File: src/rtl/conv_sched_pkg.sv
package conv_sched_pkg;
  localparam int unsigned PERIOD_SHIFT = 4;

  function automatic int unsigned period_ticks(input int unsigned code);
    return 32'd1 << (code + PERIOD_SHIFT);
  endfunction
endpackage

File: src/rtl/conv_prescaler.sv
module conv_prescaler #(
  parameter int unsigned PRESCALE = 4
) (
  input  logic clk_i,
  input  logic rst_ni,
  output logic tick_o
);
  localparam int unsigned PS_W = (PRESCALE > 1) ? $clog2(PRESCALE) : 1;
  localparam logic [PS_W-1:0] PS_LAST = PS_W'(PRESCALE - 1);

  logic [PS_W-1:0] cnt_q;

  assign tick_o = (cnt_q == PS_LAST);

  always_ff @(posedge clk_i or negedge rst_ni) begin
    if (!rst_ni)     cnt_q <= '0;
    else if (tick_o) cnt_q <= '0;
    else             cnt_q <= cnt_q + 1'b1;
  end

  AST_PS_RANGE: assert property (@(posedge clk_i) disable iff (!rst_ni)
    cnt_q <= PS_LAST);
endmodule

File: src/rtl/conv_period_timer.sv
module conv_period_timer #(
  parameter int unsigned CODE_W = 3,
  parameter int unsigned CNT_W  = 11
) (
  input  logic              clk_i,
  input  logic              rst_ni,
  input  logic              tick_i,
  input  logic [CODE_W-1:0] code_i,
  output logic              fire_o
);
  logic [CODE_W-1:0] code_q;
  logic [CNT_W-1:0]  cnt_q;
  logic [CNT_W-1:0]  last;
  logic              code_chg;
  logic              idle_mode;

  assign code_chg  = (code_i != code_q);
  assign idle_mode = (code_i == '0);
  assign last      = CNT_W'(conv_sched_pkg::period_ticks(int'(code_i)) - 1);
  assign fire_o    = tick_i && !code_chg && !idle_mode && (cnt_q == last);

  always_ff @(posedge clk_i or negedge rst_ni) begin
    if (!rst_ni) begin
      code_q <= '0;
      cnt_q  <= '0;
    end else begin
      code_q <= code_i;
      if (code_chg || idle_mode) cnt_q <= '0;  // restart on any code change
      else if (tick_i)           cnt_q <= (cnt_q == last) ? '0 : cnt_q + 1'b1;
    end
  end

  AST_CNT_BOUND: assert property (@(posedge clk_i) disable iff (!rst_ni)
    (!code_chg && !idle_mode) |-> (cnt_q <= last));
  AST_RESTART: assert property (@(posedge clk_i) disable iff (!rst_ni)
    code_chg |=> (cnt_q == '0));
endmodule

File: src/rtl/conv_extreme_trk.sv
module conv_extreme_trk #(
  parameter int unsigned DATA_W = 12
) (
  input  logic              clk_i,
  input  logic              rst_ni,
  input  logic              upd_i,
  input  logic [DATA_W-1:0] data_i,
  input  logic              min_clr_i,
  input  logic              max_clr_i,
  output logic [DATA_W-1:0] min_o,
  output logic [DATA_W-1:0] max_o
);
  logic [DATA_W-1:0] ext_w [2];

  for (genvar g = 0; g < 2; g++) begin : g_ch
    localparam bit IS_MAX = (g == 1);
    logic [DATA_W-1:0] q;
    logic              clr;
    logic              beats;

    assign clr   = IS_MAX ? max_clr_i : min_clr_i;
    assign beats = IS_MAX ? (data_i > q) : (data_i < q);

    always_ff @(posedge clk_i or negedge rst_ni) begin
      if (!rst_ni)             q <= {DATA_W{~IS_MAX}};
      else if (clr)            q <= {DATA_W{~IS_MAX}};
      else if (upd_i && beats) q <= data_i;
    end

    assign ext_w[g] = q;
  end

  assign min_o = ext_w[0];
  assign max_o = ext_w[1];

  AST_MIN_LE_MAX: assert property (@(posedge clk_i) disable iff (!rst_ni)
    (upd_i && !min_clr_i && !max_clr_i) |=> (min_o <= max_o));
  AST_MIN_CLR: assert property (@(posedge clk_i) disable iff (!rst_ni)
    min_clr_i |=> (&min_o));
  AST_MAX_CLR: assert property (@(posedge clk_i) disable iff (!rst_ni)
    max_clr_i |=> (max_o == '0));
  AST_EXT_HOLD: assert property (@(posedge clk_i) disable iff (!rst_ni)
    (!upd_i && !min_clr_i && !max_clr_i) |=> ($stable(min_o) && $stable(max_o)));
endmodule

File: src/rtl/conv_sched.sv
module conv_sched #(
  parameter int unsigned DATA_W   = 12,
  parameter int unsigned CODE_W   = 3,
  parameter int unsigned PRESCALE = 4
) (
  input  logic              clk_i,
  input  logic              rst_ni,
  input  logic [CODE_W-1:0] cycle_code_i,
  input  logic              host_req_i,
  input  logic              conv_done_i,
  input  logic [DATA_W-1:0] conv_data_i,
  input  logic              min_clr_i,
  input  logic              max_clr_i,
  output logic              conv_start_o,
  output logic [DATA_W-1:0] result_o,
  output logic [DATA_W-1:0] min_o,
  output logic [DATA_W-1:0] max_o,
  output logic              result_valid_o
);
  localparam int unsigned CNT_W = (1 << CODE_W) - 1 + conv_sched_pkg::PERIOD_SHIFT;

  logic              tick;
  logic              fire;
  logic              auto_mode;
  logic              busy_q;
  logic              auto_q;   // outstanding conversion came from the timer
  logic              start_d;
  logic              start_q;
  logic              done_ok;
  logic              vld_q;
  logic [DATA_W-1:0] res_q;

  conv_prescaler #(.PRESCALE(PRESCALE)) u_ps (
    .clk_i (clk_i),
    .rst_ni(rst_ni),
    .tick_o(tick)
  );

  conv_period_timer #(.CODE_W(CODE_W), .CNT_W(CNT_W)) u_tmr (
    .clk_i (clk_i),
    .rst_ni(rst_ni),
    .tick_i(tick),
    .code_i(cycle_code_i),
    .fire_o(fire)
  );

  assign auto_mode = (cycle_code_i != '0);
  // expiry during a conversion is dropped, never queued
  assign start_d   = !busy_q && (auto_mode ? fire : host_req_i);
  assign done_ok   = conv_done_i && busy_q;

  always_ff @(posedge clk_i or negedge rst_ni) begin
    if (!rst_ni) begin
      busy_q  <= 1'b0;
      auto_q  <= 1'b0;
      start_q <= 1'b0;
      vld_q   <= 1'b0;
      res_q   <= '0;
    end else begin
      start_q <= start_d;
      vld_q   <= done_ok;
      if (start_d) begin
        busy_q <= 1'b1;
        auto_q <= auto_mode;
      end else if (done_ok) begin
        busy_q <= 1'b0;
      end
      if (done_ok) res_q <= conv_data_i;
    end
  end

  conv_extreme_trk #(.DATA_W(DATA_W)) u_ext (
    .clk_i    (clk_i),
    .rst_ni   (rst_ni),
    .upd_i    (done_ok && auto_q),
    .data_i   (conv_data_i),
    .min_clr_i(min_clr_i),
    .max_clr_i(max_clr_i),
    .min_o    (min_o),
    .max_o    (max_o)
  );

  assign conv_start_o   = start_q;
  assign result_o       = res_q;
  assign result_valid_o = vld_q;

  AST_MANUAL_QUIET: assert property (@(posedge clk_i) disable iff (!rst_ni)
    (!auto_mode && !host_req_i) |=> !conv_start_o);
  AST_START_ONE_CYCLE: assert property (@(posedge clk_i) disable iff (!rst_ni)
    conv_start_o |=> !conv_start_o);
  AST_BUSY_NO_START: assert property (@(posedge clk_i) disable iff (!rst_ni)
    (busy_q && !conv_done_i) |=> !conv_start_o);
  AST_VALID_ONE_CYCLE: assert property (@(posedge clk_i) disable iff (!rst_ni)
    result_valid_o |=> !result_valid_o);
  AST_RESULT_HOLD: assert property (@(posedge clk_i) disable iff (!rst_ni)
    !done_ok |=> $stable(result_o));
endmodule

File: config.mk
export PLATFORM = sky130hd
export DESIGN_NAME = conv_sched
export DESIGN_NICKNAME = d
export VERILOG_FILES = /design/src/rtl/conv_sched_pkg.sv /design/src/rtl/conv_prescaler.sv /design/src/rtl/conv_period_timer.sv /design/src/rtl/conv_extreme_trk.sv /design/src/rtl/conv_sched.sv
export SDC_FILE = /design/constraint.sdc
export NUM_CORES = 1
export LEC_CHECK = 0
export BUFFER_PORTS_ARGS = -buffer_cell sky130_fd_sc_hd__clkbuf_2
export CAP_MARGIN = 0
export CORE_ASPECT_RATIO = 1.4
export CORE_MARGIN = 2
export CORE_UTILIZATION = 55
export CTS_CLUSTER_DIAMETER = 60
export DETAILED_ROUTE_END_ITERATION = 10
export GPL_ROUTABILITY_DRIVEN = 0
export PLACE_DENSITY_LB_ADDON = 0.12
export SLEW_MARGIN = 10
export SYNTH_ARGS = -nofsm -noshare
export SYNTH_HDL_FRONTEND = slang
export SYNTH_SLANG_ARGS = --single-unit
File: constraint.sdc
create_clock -name clk_i -period 2.85 [get_ports clk_i]
set_clock_uncertainty 0.1 [all_clocks]
set_input_delay 0 -clock clk_i [delete_from_list [all_inputs] [get_ports clk_i]]
set_output_delay 0 -clock clk_i [all_outputs]
set_load 0.005 [all_outputs]
-- Word-level counts from Yosys, hierarchy flattened
Cells that the tools add are included.
Widths: inputs -> output; s select.
- add/subtract/negate cells: 4
- multipliers: 0
- divide/modulo/power cells: 0
- order comparisons: 2
- eq/ne operators: 3
- shifts and indexed selects: 1
- mux-type cells: 11
- bitwise operators: 0
- reductions and logical operators: 18
- operators with widths (kind ; number):
    $mux 12 ; 4
    $mux 11 ; 3
    $shl 1x32->11 const A ; 1
    $gt 12x12->1 ; 1
    $lt 12x12->1 ; 1
    $add 11x1->11 const B ; 1
    $eq 11x11->1 ; 1
    $sub 11x1->11 const B ; 1
    $logic_and 1x1->1 ; 8
    $reduce_bool 2->1 ; 4
    $add 3x3->4 const B ; 1
    $logic_not 1->1 ; 3
    $logic_not 3->1 ; 1
    $mux 1 ; 3
    $ne 3x3->1 ; 1
    $reduce_bool 3->1 ; 1
    $add 2x1->2 const B ; 1
    $eq 2x2->1 const B ; 1
    $mux 2 ; 1
    $logic_or 1x1->1 ; 1
- register bits after elaboration: 56
- bits in latches: 0
- bits in writable memories: 0
- memory bits (read-only): 0
- output and inout port bits: 38
- word-level logic and storage cells: 49
- memories: 0

-- Depth between registers and ports, before layout
Gate-level depths: netlist of run 1.
- word-level depth: 8
- mapped depth: 9

-- Modules after synthesis
A second synthesis of run 1 with hierarchy kept.
- cell total of the unflattened synthesis: 337
- area total of the unflattened synthesis: 3439.5 µm²
- modules (own cells, without submodules) (module ; instances ; cells an instance ; area each (µm²)):
    conv_extreme_trk ; 1 ; 195 ; 1795.5
    conv_period_timer ; 1 ; 97 ; 933.4
    conv_sched ; 1 ; 41 ; 644.4
    conv_prescaler ; 1 ; 4 ; 66.3

-- Worst setup path before layout of run 1
No wires, ideal clock.
- path kind: reg-to-reg
- start: register u_ext.g_ch[0].q[6], in the netlist u_ext.min_o[6]
- end: register u_ext.g_ch[0].q[10], in the netlist u_ext.min_o[10]
- setup time: 82 ps
- arrival: 2198 ps
- slack: 470 ps
- stages on the path, launching flop included: 10
- buffers on the path: 1
- clock period less this slack: 2380 ps
- path through: dfstp_2 > inv_1 > ha_1 > a21o_1 > a2111oi_0 > o21ai_1 > a21oi_2 > buf_2 > nor2_1 > a211o_1
- longest elaborated chain between the ends: 3
- RTL lines (element ; line ; RTL):
    from (decl) ; conv_extreme_trk.sv:17 ; logic [DATA_W-1:0] q;
    from (signal assigned) ; conv_extreme_trk.sv:25 ; if (!rst_ni) q <= {DATA_W{~IS_MAX}};
    from (signal assigned) ; conv_extreme_trk.sv:26 ; else if (clr) q <= {DATA_W{~IS_MAX}};
    from (signal assigned) ; conv_extreme_trk.sv:27 ; else if (upd_i && beats) q <= data_i;
    $lt 12x12->1 ; conv_extreme_trk.sv:22 ; assign beats = IS_MAX ? (data_i > q) : (data_i < q);
    $logic_and 1x1->1 ; conv_extreme_trk.sv:27 ;
    $reduce_bool 2->1 (no line) ; n/a ;
Every way passes these cells.
A chain may end at the register's enable or synchronous reset.

-- Worst setup path after layout of run 1
- start: register u_ext.g_ch[0].q[6], in the netlist u_ext.min_o[6]
- end: register u_ext.g_ch[0].q[2], in the netlist u_ext.min_o[2]
Same word-level chain as after synthesis.

==> results of run 1 <==
-- critical path, stage by stage, from the launching register on --
cell       delay (ns)
dfstp_2          0.54
inv_1            0.05
ha_1             0.30
a21o_1           0.18
a2111oi_0        0.39
o21ai_1          0.13
a21oi_2          0.12
buf_4            0.26
nor2_1           0.06
a211o_1          0.27
-- registers in the layout, summed over array words and instances, names as in the netlist --
register,count
u_tmr.code_q,3
u_ext.min_o,12
auto_q,1
u_tmr.cnt_q,11
u_ps.cnt_q,2
result_o,12
result_valid_o,1
u_ext.max_o,12
conv_start_o,1
busy_q,1
-- path summary, 6_finish.rpt --
check	from	endpoint	slack [ns]
setup / recovery	u_ext.min_o[6]$_DFFE_PN1P_	u_ext.min_o[2]$_DFFE_PN1P_	0.39
hold / removal	min_clr_i	u_ext.min_o[0]$_DFFE_PN1P_	-0.003
setup reg to reg	u_ext.min_o[6]$_DFFE_PN1P_	u_ext.min_o[2]$_DFFE_PN1P_	0.39
hold reg to reg	u_ps.cnt_q[0]$_DFF_PN0_	u_ps.cnt_q[0]$_DFF_PN0_	0.33
max in group asynchronous	rst_ni	u_ext.max_o[9]$_DFFE_PN0P_	1.64
min in group asynchronous	rst_ni	u_ext.max_o[10]$_DFFE_PN0P_	0.17
-- cells by family after synthesis --
kind of cell | after synthesis
simple gates | 94
compound gates | 60
mux | 23
fa+ha+maj | 25
flops | 56
buf+inv | 40
xor+xnor | 4
-- layout by cell type (no fill, tap or decap), types with 7 or more instances in the layout --
cell and n:
nand2_1 22, dfstp_2 12, clkbuf_2 58, dlygate4sd3_1 18, a21oi_1 14, ha_1 25, o21ai_0 7, mux2i_1 12
nand3_1 7, mux2_2 11, dfrtp_1 44, a211o_1 11, inv_1 28, nor2_1 34
-- cell usage after synthesis, types with 2 or more instances --
master	instances	share of area, %
mux2_2	11	4.1
a21oi_1	14	2.3
xor2_1	3	0.86
nand3_1	7	1.1
a31oi_1	4	0.82
a21o_1	5	1.2
a211oi_1	2	0.49
and2_1	2	0.41
and3_1	3	0.62
ha_1	25	10
nor2b_1	3	0.62
o2111ai_1	2	0.57
nor2_1	34	4.2
mux2i_1	12	3.9
o21ai_0	7	1.1
dfstp_2	12	10
or3_1	3	0.62
a221o_1	2	0.66
nand2_1	22	2.7
nand2b_1	2	0.41
nor3_1	5	0.82
a211o_1	11	3.2
inv_1	28	3.4
buf_2	3	0.49
nand4_1	6	1.2
clkbuf_1	7	0.86
nand3b_1	2	0.49
dfrtp_1	44	36
-- power by group through the flow --
stage,logic (W),registers (W),clock network (W)
2_1_floorplan,0.000159,0.000968,0
3_3_place_gp,0.000332,0.000959,0
3_5_place_dp,0.000337,0.000966,0
4_1_cts,0.000357,0.000951,0.000462
5_1_grt,0.000391,0.000966,0.000495
6_report,0.000351,0.000949,0.000453
-- cell type report --
| type | count | area [µm²] |
|---|---|---|
| inverters | 29 | 109 |
| flip-flops and latches | 56 | 1420 |
| clock buffers | 8 | 90.1 |
| repair buffers | 79 | 493 |
| well taps | 68 | 85.1 |
| fillers | 459 | 1790 |
| multi-input cells | 206 | 1460 |
-- stage by stage --
stage          util [%]  cells  area [µm²]  power, W
2_1_floorplan         -    302        3050   0.00113
3_3_place_gp       62.2    420        3380   0.00129
3_5_place_dp       62.2    420        3380   0.00130
4_1_cts            67.1    446        3650   0.00177
5_1_grt            67.1    446        3650   0.00185
6_report           67.1    446        3650   0.00175
-- metal layers --
| metal | routed length [µm] | track usage, % |
|---|---|---|
| met1 | 2700 | 27.3 |
| met2 | 3370 | 41.1 |
| met3 | 216 | 4.79 |
| met4 | 110 | 7.65 |
| met5 | 0 | 0 |
-- what timing repair did --
action	in CTS	in global routing
hold buffers	18	0
resized for setup	0	0
endpoints found under the hold margin	57	0
==> metrics.md, run 1 <==
| Metric | Value |
|---|---|
| Status | `finished with violations` |
| Failing checks | `negative hold slack` |
| Routed Wire Length | `6400 µm` |
| Worst Reg-to-Reg Cells | `9` |
| Routed Antenna Nets | `0` |
| Slew Viols, Final | `0` |
| Main combinational cell family by area after synthesis | `simple AND/OR/NAND/NOR gates` |
| Peak supply drop | `0.278 mV` |
| Sequential fraction of the synthesis area | `46.5%` |
| Global-route wire length before repair | `10,900 µm` |
| Clock net sink count | `56` |
| DP Worst Slack | `0.410 ns` |
| Post-synthesis xor/xnor area fraction | `1.15%` |
| Synth warnings | `0` |
| Fraction of final layout cells sized beyond drive strength 1 | `24.9%` |
| Unrepaired setup endpoints after global routing | `false` |
| Die Y | `92.1 µm` |
| Dpl hpwl | `4670 µm` |
| Worst Path Arrival | `2.61 ns` |
| Max Freq | `0.406 GHz` |
| Diode count | `0` |
| Leak pwr | `1.73 nW` |
| Critical path required time | `3.00 ns` |
| Cell internal pwr | `0.00128 W` |
| Seq cells post-synth | `56` |
| Synthesized net count | `348` |
| Vias in the first global route | `2,410` |
| Multiplexer area fraction after synthesis | `8.00%` |
| Cells after Synth | `302` |
| Clock tree buffer depth | `2` |
| Share of power burned in registers | `54.1%` |
| Hold_ws | `-0.00321 ns` |
| Clk_lat worst skew | `0.31 ns` |
| Layout Nets | `423` |
| Comb power frac | `20.0%` |
| Main synth FF type | `dfrtp_1` |
| CTS tree | `built` |
| Syn-to-layout area delta | `19.9%` |
| Worst Setup Path Type | `reg2reg` |
| Die area | `6160 µm²` |
| Initial Util | `56.0%` |
| Min-Delay Path Depth | `3` |
| CTS H-tree depth | `2` |
| Adder-cell share of the synthesized area | `10.3%` |
| Vias/cell | `5.42` |
| Via count | `2,418` |
| Setup ws final | `0.388 ns` |
| Num ports | `59` |
| Synth Area in Compound Gates | `14.0%` |
| TNS Setup | `0 ns` |
| Largest net degree at the start of global routing | `30` |
| Antenna violations before repair | `0` |
| Worst-path clk slew | `0.10 ns` |
| Relative max-transition margin | `52.5%` |
| Quantity of I/O buffers inserted on ports | `58` |
| Postcts setup bufs | `0` |
| Die Width | `66.9 µm` |
| Row cnt | `32` |
| Post-synth EDFFs | `0` |
| Power density cells | `479 nW/µm²` |
| DRC | `0` |
| Worst slew pin tran | `0.712 ns` |
| Clock share of power | `25.8%` |
| Grt total ovfl | `0` |
| Detailed Routing Iterations Pass 1 | `4` |
| Sw Share | `26.8%` |
| DRT iter0 DRCs | `93` |
| Worst Setup End Kind | `register` |
| P_sw | `0.000470 W` |
| Syn avg cell area | `10.1 µm²` |
| Finish-stage setup viols | `0` |
| Ys async rst share | `100%` |
| CP Launch Type | `register` |
| Period utilization | `86.4%` |
| Distinct cells, synth | `49` |
| Synthesized cell area | `3050 µm²` |
| # Max-Cap Violations | `0` |
| CTS Buf Count | `5` |
| Root buf cell | `clkbuf_8` |
| Min-Delay Path Class | `in2reg` |
| CP max FO | `24` |
| Final Hold Vio Count | `4` |
| Core ar. | `5450 µm²` |
| Final min period | `2.46 ns` |
| Post-synthesis simple-gate area fraction | `14.5%` |
| Routed wire per std cell | `14.4 µm` |
| Gr usage total | `23.2%` |
No activity file was read; power rests on OpenSTA's default activity.
==> run 2: changes to the inputs <==
SYNTH_HIERARCHICAL = 1   (was default)
==> metrics.md, run 2 <==
| Metric | Value |
|---|---|
| Status | `finished, final reports clean` |
| P_sw | `0.000514 W` |
| Core ar. | `6130 µm²` |
| Syn avg cell area | `10.2 µm²` |
| Routed wire per std cell | `16.4 µm` |
| CP Launch Type | `register` |
| Die Width | `70.8 µm` |
| Leak pwr | `1.86 nW` |
| Min-Delay Path Depth | `2` |
| Sequential fraction of the synthesis area | `41.2%` |
| Num ports | `59` |
| Vias/cell | `6.00` |
| Top cell type's share of synthesized area | `32.0%` |
| Max Freq | `0.430 GHz` |
| DRC | `0` |
| Clock tree buffer depth | `2` |
| Hold_ws | `0.0286 ns` |
| Worst Setup Path Type | `reg2reg` |
| Grt total ovfl | `0` |
| Main synth FF type | `dfrtp_1` |
| Root buf cell | `clkbuf_8` |
| Distinct cells, synth | `56` |
| Period utilization | `81.6%` |
| Placed cell count | `454` |
| Syn-to-layout area delta | `17.3%` |
| Detailed Routing Iterations Pass 1 | `4` |
| Largest net degree at the start of global routing | `25` |
| Worst slew pin tran | `0.877 ns` |
| Worst-path clk slew | `0.10 ns` |
| Ys async rst share | `100%` |
| Commonest non-fill, non-tap cell in the layout | `clkbuf_2` |
| Dpl hpwl | `5660 µm` |
| Most frequent cells in the layout | `clkbuf_2, dfrtp_1, nor2_1` |
| Worst Setup End Kind | `register` |
| Global-route wire length before repair | `13,400 µm` |
| Overall power | `0.00200 W` |
| Synth top area cells | `dfrtp_1, dfstp_2, ha_1` |
| Worst R2R Start | `u_ext/max_o[11]$_DFFE_PN0P_` |
| Gr usage total | `23.6%` |
| Die Y | `97.6 µm` |
| Layout Nets | `452` |
| Clock share of power | `30.2%` |
| Peak supply drop | `0.327 mV` |
| Comb power frac | `22.2%` |
| Crit Reg-Reg Endpoint | `u_ext/max_o[9]$_DFFE_PN0P_` |
| Post-synth EDFFs | `0` |
| CP max FO | `24` |
| Final min period | `2.33 ns` |
| Seq cells post-synth | `56` |
| Quantity of I/O buffers inserted on ports | `58` |
| TNS Setup | `0 ns` |
| CTS Buf Count | `5` |
| Clock net sink count | `56` |
| CTS H-tree depth | `2` |
| Top-count cell post-synth | `dfrtp_1` |
| Finished Layout Cells | `479` |
| Share of power burned in registers | `47.6%` |
| Synthesized cell area | `3440 µm²` |
| Worst Path Arrival | `2.42 ns` |
| Antenna violations before repair | `0` |
| Cell internal pwr | `0.00149 W` |
| Via count | `2,873` |
| Worst Setup SP | `u_ext/max_o[11]$_DFFE_PN0P_` |
| Finish-stage setup viols | `0` |
| Final Hold Vio Count | `0` |
| Sw Share | `25.7%` |
| Unrepaired setup endpoints after global routing | `false` |
| Routed Antenna Nets | `0` |
| Initial Util | `56.1%` |
| Synth warnings | `6` |
| DRT iter0 DRCs | `145` |
| # Max-Cap Violations | `0` |
| Routed Wire Length | `7860 µm` |
| CTS tree | `built` |
| Commonest cells post-synth | `dfrtp_1, nor2_1, inv_1` |
| Relative max-transition margin | `41.5%` |
| Die area | `6910 µm²` |
| Hold path start | `max_clr_i` |
| Clk_lat worst skew | `0.30 ns` |
| Fraction of final layout cells sized beyond drive strength 1 | `27.0%` |
| Fin util | `65.9%` |
| Synthesized net count | `383` |
| Row cnt | `34` |
| Register-to-register setup slack | `0.52 ns` |
| Vias in the first global route | `2,861` |
| Min-Delay Path Class | `in2reg` |
| Critical path required time | `2.94 ns` |
| Cells after Synth | `337` |
| Slew Viols, Final | `0` |
| Diode count | `0` |
| Worst Reg-to-Reg Cells | `5` |
| Power density cells | `497 nW/µm²` |
| Cell taking the most area after synthesis | `dfrtp_1` |
| Hold path endpoint | `u_ext/max_o[1]$_DFFE_PN0P_` |
==> run 2: changes by cell type after synthesis, sizes merged, moves of 4 or more <==
cell / delta
a211o: -11
a21o: -6
a31oi: -4
buf: +4
nand2: -7
nand4: +11
o2111ai: +11
o21ai: +4
o311ai: +12
==> run 2: area by class of cell <==
type                       count  area (µm²)
fill                         520        2090
tap                           72        90.1
sequential                    56        1420
clock inverter                 2        60.1
inverter                      31         116
clock buffer                   6        72.6
multi-input combinational    232        1780
timing repair buffer          80         498
==> run 2: per-layer routing <==
| metal | track usage, % | part of all wire [%] |
|---|---|---|
| met5 | 0 | 0 |
| met4 | 9.00 | 1.9 |
| met3 | 3.94 | 4.5 |
| met2 | 41.3 | 53 |
| met1 | 28.6 | 41 |
==> run 2: what timing repair did <==
item,4_1_cts,5_1_grt
endpoints found under the setup margin,0,0
endpoints found under the hold margin,54,0
gates resized for setup,0,0
setup buffers,0,0
hold buffers,17,0
==> run 2: kinds of logic (layout without fill, tap and decap cells) <==
group	count (synthesis)	in the layout	synth area share (%)
xor gates and xnor gates	8	8	2.04
DFF	56	56	41.2
AOI/OAI and AO/OA	71	71	15.9
muxes	25	25	8.69
and+or+nand+nor	103	103	16.1
buffers and inverters	49	119	7.02
adders and majority gates	25	25	9.09
==> run 2: critical path, cell delays in order (launching register included) <==
cell and delay, ns:
dfrtp_1 0.39, inv_1 0.08, ha_1 0.33, nand4_2 0.14
o41a_1 0.75, o311ai_0 0.42
==> run 2: power by group through the flow <==
stage	Combinational, W	Sequential (W)	Clock, W
floorplan	0.000254	0.000971	0
global placement	0.000422	0.000963	0
detailed placement	0.000428	0.000969	0
CTS	0.000450	0.000953	0.000622
global route	0.000493	0.000967	0.000649
finish	0.000444	0.000955	0.000606
==> run 2: through the flow <==
stage | worst slack, ns | area [µm²]
after detailed placement | 0.580 | 3730
final | 0.523 | 4040
after CTS | 0.544 | 4040
after global placement | 0.666 | 3730
after floorplan | 0.831 | 3440
after global routing | 0.358 | 4040
==> run 2: how the worst max path moves through the flow <==
stage,depth (start not counted),endpoint
6_report,5,u_ext/max_o[9]$_DFFE_PN0P_
5_1_grt,6,u_ext/max_o[5]$_DFFE_PN0P_
4_1_cts,5,u_ext/max_o[9]$_DFFE_PN0P_
3_5_place_dp,5,u_ext/max_o[9]$_DFFE_PN0P_
3_3_place_gp,5,u_ext/max_o[10]$_DFFE_PN0P_
2_1_floorplan,8,u_ext/min_o[10]$_DFFE_PN1P_
==> run 3: changes to the inputs <==
ABC_AREA = 1   (was default)
clock period = 2.4 ns   (was 2.85 ns; I/O delays follow)
==> metrics.md, run 3 <==
| Metric | Value |
|---|---|
| Status | `finished, final reports clean` |
| CTS Buf Count | `5` |
| Placed cell count | `592` |
| Syn avg cell area | `7.60 µm²` |
| Die area | `7210 µm²` |
| Clk_lat worst skew | `0.31 ns` |
| Row cnt | `34` |
| CTS tree | `built` |
| # resized after CTS | `0` |
| Ys async rst share | `100%` |
| # Max-Cap Violations | `0` |
| Clock net sink count | `56` |
| Antenna violations before repair | `0` |
| Final min period | `2.01 ns` |
| Detailed Routing Iterations Pass 1 | `4` |
| Vias/cell | `5.19` |
| Syn-to-layout area delta | `16.3%` |
| Routed Antenna Nets | `0` |
| Main synth FF type | `dfrtp_1` |
| Num ports | `59` |
| Top-count cell post-synth | `nand2_1` |
| Distinct cells, synth | `31` |
| Cell taking the most area after synthesis | `dfrtp_1` |
| Seq cells post-synth | `56` |
| Synthesized net count | `519` |
| Overall power | `0.00198 W` |
| Synth warnings | `6` |
| Worst slew pin tran | `0.691 ns` |
| Unrepaired setup endpoints after global routing | `false` |
| Postcts setup bufs | `0` |
| Min-Delay Path Class | `in2async` |
| Relative max-transition margin | `53.9%` |
| Vias in the first global route | `3,094` |
| Power density cells | `474 nW/µm²` |
| Commonest non-fill, non-tap cell in the layout | `nand2_1` |
| # hold bufs at CTS | `19` |
| Leak pwr | `2.32 nW` |
| Dpl hpwl | `6110 µm` |
| Worst-path clk slew | `0.10 ns` |
| Cells after Synth | `473` |
| Worst Setup Path Type | `reg2reg` |
| Peak supply drop | `0.254 mV` |
| Period utilization | `83.9%` |
| Sequential fraction of the synthesis area | `39.4%` |
| Die Width | `72.3 µm` |
| Max Freq | `0.497 GHz` |
| Final Hold Vio Count | `0` |
| Commonest cells post-synth | `nand2_1, inv_1, dfrtp_1` |
| Worst Path Arrival | `2.18 ns` |
| Routed wire per std cell | `13.4 µm` |
| DRC | `0` |
| CTS H-tree depth | `2` |
| Worst Setup End Kind | `register` |
| Die Y | `99.6 µm` |
| Root buf cell | `clkbuf_8` |
| Grt total ovfl | `0` |
| Initial Util | `57.5%` |
| DRT iter0 DRCs | `131` |
| Largest net degree at the start of global routing | `25` |
| Quantity of I/O buffers inserted on ports | `58` |
| CP Launch Type | `register` |
| Most frequent cells in the layout | `nand2_1, clkbuf_2, inv_1` |
| Routed Wire Length | `8300 µm` |
| Critical path required time | `2.56 ns` |
| Via count | `3,206` |
| Clock tree buffer depth | `2` |
| Finished Layout Cells | `618` |
| TNS Setup | `0 ns` |
| Global-route wire length before repair | `13,800 µm` |
| CP max FO | `13` |
| Fraction of final layout cells sized beyond drive strength 1 | `24.7%` |
| Synth top area cells | `dfrtp_1, nand2_1, dfstp_2` |
| Post-synth EDFFs | `0` |
| Top cell type's share of synthesized area | `30.6%` |
| Slew Viols, Final | `0` |
| Core ar. | `6250 µm²` |
| Layout Nets | `592` |
| Gr usage total | `24.4%` |
| Synthesized cell area | `3590 µm²` |
| Finish-stage setup viols | `0` |
| Diode count | `0` |
-- run 3: logic make-up (layout without fill, tap and decap cells) --
| family | count (synthesis) | in the layout | share of synthesized area (%) |
|---|---|---|---|
| compound gates | 25 | 25 | 3.83 |
| xor+xnor | 3 | 3 | 0.731 |
| fa+ha+maj | 25 | 25 | 8.70 |
| buf+inv | 81 | 154 | 10.1 |
| flops | 56 | 56 | 39.4 |
| simple gates | 283 | 283 | 37.3 |
-- run 3: critical path, stage by stage, from the launching register on --
cell and delay [ns]:
dfstp_2 0.56, inv_1 0.05, ha_1 0.31, a21oi_1 0.14, o21ai_1 0.11, nor2_4 0.21
nand2_4 0.18, nand2_2 0.16, nand2_1 0.07, nand2_1 0.06
-- run 3: cell type report --
| class | instances | area [µm²] |
|---|---|---|
| Tap cell | 72 | 90.1 |
| Multi-Input combinational cell | 336 | 1820 |
| Sequential cell | 56 | 1420 |
| Clock buffer | 7 | 96.3 |
| Timing Repair Buffer | 81 | 510 |
| Fill cell | 583 | 2080 |
| Inverter | 66 | 249 |
-- run 3: report_power, final --
| group | internal, W | switching (W) |
|---|---|---|
| Sequential | 0.00102 | 0.0000422 |
| Clock | 0.000258 | 0.000301 |
| Combinational | 0.000153 | 0.000208 |
-- run 3: metal layers --
metal | track usage (%) | vias up | share of wire [%] | wire length [µm]
met2 | 45.2 | 65 | 54 | 4470
li1 | - | 1640 | - | -
met1 | 26.9 | 1487 | 40 | 3310
met3 | 3.95 | 14 | 3.8 | 315
met5 | 0 | - | 0 | 0
met4 | 10.2 | 0 | 2.4 | 201
-- run 3: per-stage QoR --
| stage | util (%) | hold WS (ns) | setup WS [ns] | cell area (µm²) |
|---|---|---|---|---|
| 6_report | 66.8 | 0.0464 | 0.387 | 4180 |
| 5_1_grt | 66.8 | 0.0803 | 0.243 | 4180 |
| 4_1_cts | 66.8 | 0.0548 | 0.381 | 4180 |
| 3_5_place_dp | 62.2 | -0.145 | 0.405 | 3890 |
| 3_3_place_gp | 62.2 | -0.155 | 0.472 | 3890 |
| 2_1_floorplan | - | -0.396 | 0.588 | 3590 |
-- run 3: final timing paths --
check	from	endpoint	slack (ns)	depth (start not counted)
max	u_ext/min_o[11]$_DFFE_PN1P_	u_ext/min_o[2]$_DFFE_PN1P_	0.39	9
min	rst_ni	result_o[4]$_DFFE_PN0P_	0.05	2
max reg2reg	u_ext/min_o[11]$_DFFE_PN1P_	u_ext/min_o[2]$_DFFE_PN1P_	0.39	9
min reg2reg	u_ps/cnt_q[0]$_DFF_PN0_	u_ps/cnt_q[0]$_DFF_PN0_	0.33	1
max in group asynchronous	rst_ni	u_ext/min_o[9]$_DFFE_PN1P_	1.45	3
min in group clk_i	max_clr_i	u_ext/max_o[5]$_DFFE_PN0P_	0.23	4
